--- src/rtl/irq_test_gen.sv ---
module irq_test_gen #(
  parameter int          AW      = 5,
  parameter logic [31:0] VERSION = 32'h0001_0000
) (
  input  logic          clk,
  input  logic          rst_n,
  input  logic          req_valid,
  input  logic [AW-1:0] req_addr,
  input  logic          req_we,
  input  logic [31:0]   req_wdata,
  input  logic [1:0]    req_size,
  output logic          rsp_valid,
  output logic [31:0]   rsp_rdata,
  output logic          rsp_fault,
  output logic          irq_mext,
  output logic          irq_msw,
  output logic          irq_sext,
  output logic          irq_ssw
);
  localparam logic [31:0] LEGAL_BITS = 32'h8000_0A0A;
  localparam logic [1:0]  WORD_SIZE  = 2'd2;

  logic [3:0] lines;

  wire word_ok  = (req_size == WORD_SIZE) && (req_addr[1:0] == 2'b00);
  wire in_regs  = (req_addr[AW-1:3] == '0);
  wire is_ctrl  = req_addr[2];
  wire bits_ok  = !(req_we && is_ctrl) || ((req_wdata & ~LEGAL_BITS) == 32'h0);
  wire acc_ok   = word_ok && in_regs && bits_ok;
  wire do_ctrl  = req_valid && req_we && is_ctrl && acc_ok;
  wire do_ver   = req_valid && !req_we && !is_ctrl && acc_ok;
  wire [3:0] sel = {req_wdata[11], req_wdata[9], req_wdata[3], req_wdata[1]};

  always_ff @(posedge clk or negedge rst_n) begin
    if (!rst_n) begin
      lines     <= 4'h0;
      rsp_valid <= 1'b0;
      rsp_fault <= 1'b0;
      rsp_rdata <= 32'h0;
    end else begin
      rsp_valid <= req_valid;
      rsp_fault <= req_valid && !acc_ok;
      rsp_rdata <= do_ver ? VERSION : 32'h0;
      if (do_ctrl)
        lines <= req_wdata[31] ? (lines | sel) : (lines & ~sel);
    end
  end

  assign {irq_mext, irq_sext, irq_msw, irq_ssw} = lines;
endmodule

--- config.mk ---
export PLATFORM = sky130hd
export DESIGN_NAME = irq_test_gen
export DESIGN_NICKNAME = d
export VERILOG_FILES = /design/src/rtl/irq_test_gen.sv
export SDC_FILE = /design/constraint.sdc
export NUM_CORES = 1
export LEC_CHECK = 0
export BUFFER_PORTS_ARGS = -buffer_cell sky130_fd_sc_hd__buf_4
export CAP_MARGIN = 25
export CORE_MARGIN = 10
export CORE_UTILIZATION = 34
export CTS_BUF_LIST = sky130_fd_sc_hd__clkbuf_16
export DETAILED_ROUTE_END_ITERATION = 6
export PLACE_DENSITY = 0.85
export SLEW_MARGIN = 20
export SYNTH_ARGS = -nofsm -noshare
export SYNTH_HDL_FRONTEND = slang
export SYNTH_SLANG_ARGS = --single-unit
--- constraint.sdc ---
create_clock -name clk -period 1.95 [get_ports clk]
set_input_delay 0.2925 -clock clk [delete_from_list [all_inputs] [get_ports clk]]
set_output_delay 0.2925 -clock clk [all_outputs]
set_load 0.02 [all_outputs]
; After elaboration in Yosys (flattened, before gate mapping)
; Index checks and enable logic that the tools add are counted.
[word_totals]
elab_cells = 29
ff_bits = 23
memories = 0
ram_bits = 0
mem_bits_ro = 0
latchBits = 0
[op_classes]
magnitude_cmp = 0
n_mux = 2
shift = 0
n_reduce_logical = 19
n_eq_ne = 1
n_mul = 0
div_mod_pow = 0
n_addsub = 0
bitwise = 3
[op_table]
columns = op, count
row1 = $logic_not A32 Y1, 1
row2 = $mux W17, 1
row3 = $logic_and A1 B1 Y1, 11
row4 = $and A4 B4 Y4, 1
row5 = $logic_not A1 Y1, 4
row6 = $logic_not A2 Y1, 2
row7 = $mux W4, 1
row8 = $not A4 Y4, 1
row9 = $or A4 B4 Y4, 1
row10 = $eq A2 B2 Y1 const B, 1
row11 = $logic_or A1 B1 Y1, 1

; Logic depth before layout (Yosys ltp)
[logic_depth]
word_depth = 6
ltp_mapped = 4
depth_no_buf = 4

; Worst setup path after synthesis
; Ideal clock, no wire load.
[synth_timing]
path_kind = input -> register
start = input port req_addr[1]
end = register (tool-made name)
arrival_time_ns = 1.207
cell_stages = 4
setup_time_ns = 0.128
slack_ns = 0.615
cell_sequence = nor4_4 > and4b_4 > nand4_1 > mux2_1
[synth_rtl]
columns = element, line
row1 = start: declaration, 8  ; input logic [AW-1:0] req_addr,

==> parameters.txt <==
Parameter                              Value

Status
  Run status    finished, final reports clean

Synth
  Warnings from Yosys    0
  Dominant cells by area after synthesis    buf_4, dfrtp_1, mux2_1
  Primary FF master, synth    dfrtp_1
  Post-synthesis cell type with the largest combined area    buf_4
  Top-count cell post-synth    buf_4
  Number of synthesized register bits    7
  Top post-synthesis cells by count    buf_4, dfrtp_1, nor4_1
  Count of flip-flops with a built-in enable after synthesis    0
  Sequential fraction of the synthesis area    27.6%
  Yosys cell types    17
  Number of standard cells after synthesis    67
  Area share of the largest cell type after synthesis    36.7%
  Ys async rst share    100%
  Mean instance size in the synthesized netlist    9.47 sq um
  Post-synthesis cell area    634 sq um

Die
  Core area    1750 sq um
  Effective utilization at floorplan    36.3%
  Total die area    3990 sq um
  Chip height    63.2 um
  Die Wd    63.2 um
  Number of rows in the core area    15
  Number of ports placed on the die boundary    81

Cells and area
  Layout overhead on the synthesized area    58.0%
  # diodes    0
  Post-Layout Inst Area    1000 sq um
  Share of cells above drive strength 1    46.7%
  Final #Nets    164

Timing
  Number of failing hold endpoints at the final stage    0
  Post-layout minimum cycle time    1.30 ns
  Clock tree skew after final layout    0 ns
  Maximum clock rate    768 MHz
  Share of the cycle needed by the critical path after routing    66.8%
  Final setup vio count    0
  Setup TNS    0 ns
  Setup repair after global routing missed its margin    no
  Max-slew violations    0

Pwr
  Clock Power Share    53.2%
  Switching component of the power    0.000152 W
  Leakage    0.557 nW
  Cell area power density    628 nW/um^2
  Switching power as a share of total power    24.2%
  Power share of the combinational group    23.2%
  Overall Power    0.000630 W
  Fraction of power consumed by sequential logic    23.6%
  Internal Pwr Total    0.000477 W
  Maximum vdd drop    0.000293 V

Job
  Count of maximum capacitance violations    0

Clock tree
  Number of resized instances in the post-cts repair step    0
  Number of buffers inserted during clock tree synthesis    3
  TritonCTS clock tree    yes
  Clock Root Buffer    clkbuf_16
  Register clock-pin slew on the reported worst setup and hold paths    0.04 ns
  Worst skew pair latency    0.23 ns
  Clk sink count    7
  H-tree depth reported by CTS    1
  Maximum root-to-sink buffer count    2

Global route
  Pin count of the biggest net entering global routing    8
  Vias in the first global route    674
  Global-route usage over all layers    9.36%
  Initial antenna violation count    0
  Total congestion overflow    0
  Wire length of the first global-routing pass    3.08 mm

Route
  Via-per-instance ratio    4.03
  Routed len/inst    14.5 um
  Routed wire length    2.11 mm
  Antenna viol nets, final    0
  Vias post-DR    584
  Count of unresolved DRC violations after routing    0
  Pre-antenna DRT Iters    4
  DRT iter0 DRCs    8

Place
  Weighted congestion at the end of routability-driven global placement    0.680
  Half-perimeter wire length of the detailed placement result    2.00 mm
  Total cell area at the placement stage    913 sq um
  Number of input and output port buffers inserted    49

Critical path
  Count of cells along the worst register-to-register path    1
  Crit path required time    2.05 ns
  WS Path Type    in -> reg
  Crit path launch type    input pin
  Critical path peak fanout    5
  Setup slack on the worst flop-to-flop path    1.15 ns
  Worst Path Arrival    1.41 ns
  Kind of end point of the critical path    flop

Hold path
  Class of the most critical hold timing path    in -> reg
  Cells on Worst Hold Path    1
## what timing repair did
item	CTS	global route
buffers inserted	0	0
hold endpoints to repair	7	0
setup endpoints to repair	0	0
hold buffers	1	0
## cells by family after synthesis
kind of cell / count (synthesis) / share of synthesized area (%)
AOI/OAI and AO/OA: 2 / 1.97
and+or+nand+nor: 22 / 26.0
DFF: 7 / 27.6
other: 1 / 0.591
buffers and inverters: 31 / 36.7
muxes: 4 / 7.10
## path summary, 6_finish.rpt
path	from	to
max in group asynchronous	rst_n	rsp_fault
worst max-delay path	req_wdata[13]	flop
min in group asynchronous	rst_n	asynchronous set/reset pin
worst max register to register	flop	flop
worst min register to register	flop	flop
worst min-delay path	req_valid	rsp_valid
## power by group through the flow
stage	Combinational, W	Clock (W)	Sequential [W]
2_1_floorplan	0.000108	0	0.000154
3_3_place_gp	0.000139	0	0.000151
4_1_cts	0.000143	0.000338	0.000149
6_report	0.000146	0.000335	0.000149
5_1_grt	0.000157	0.000347	0.000149
3_5_place_dp	0.000141	0	0.000151
## critical path: stages
cell,delay [ns]
buf_4,0.11
nor4_1,0.28
and4_4,0.29
nand4_1,0.11
mux2_1,0.33
## area by class of cell
| cell class | instances | area, sq um |
|---|---|---|
| repair buffers | 50 | 378 |
| clock inverters | 1 | 3.75 |
| flip-flops and latches | 7 | 175 |
| multi-input cells | 59 | 339 |
| clock buffers | 3 | 75.1 |
| well taps | 25 | 31.3 |
| fillers | 168 | 743 |
## per-layer routing
| layer | track usage [%] | share of wire, % | routed length, um |
|---|---|---|---|
| met2 | 17.5 | 53 | 1120 |
| met3 | 5.65 | 13 | 279 |
| met5 | 0 | 0 | 0 |
| met1 | 7.94 | 33 | 688 |
| met4 | 3.28 | 1.1 | 24 |
## per-stage QoR
stage	util (%)	setup slack, ns	std cells	hold slack [ns]
after floorplan	-	0.615	97	-0.00309
after global placement	52.3	0.429	140	0.105
after detailed placement	52.3	0.404	140	0.107
after CTS	57.4	0.636	145	0.195
after global routing	57.4	0.557	145	0.199
final	57.4	0.647	145	0.196
## layout by cell type, fill, tap and decap left out, drive strengths merged
cell         netlist  layout
o21a               1       1
nand2              1       1
nor3               1       1
dlygate4sd3        0       1
nand4              4       4
a21oi              1       1
mux2               4       4
inv                0       1
buf               31      49
nor4               7       7
and4b              1       1
clkbuf             0       3
dfrtp              7       7
nand3b             1       1
nor3b              1       1
and3               5       5
and4               1       1
conb               1      31
No activity file was read; power rests on OpenSTA's default activity.
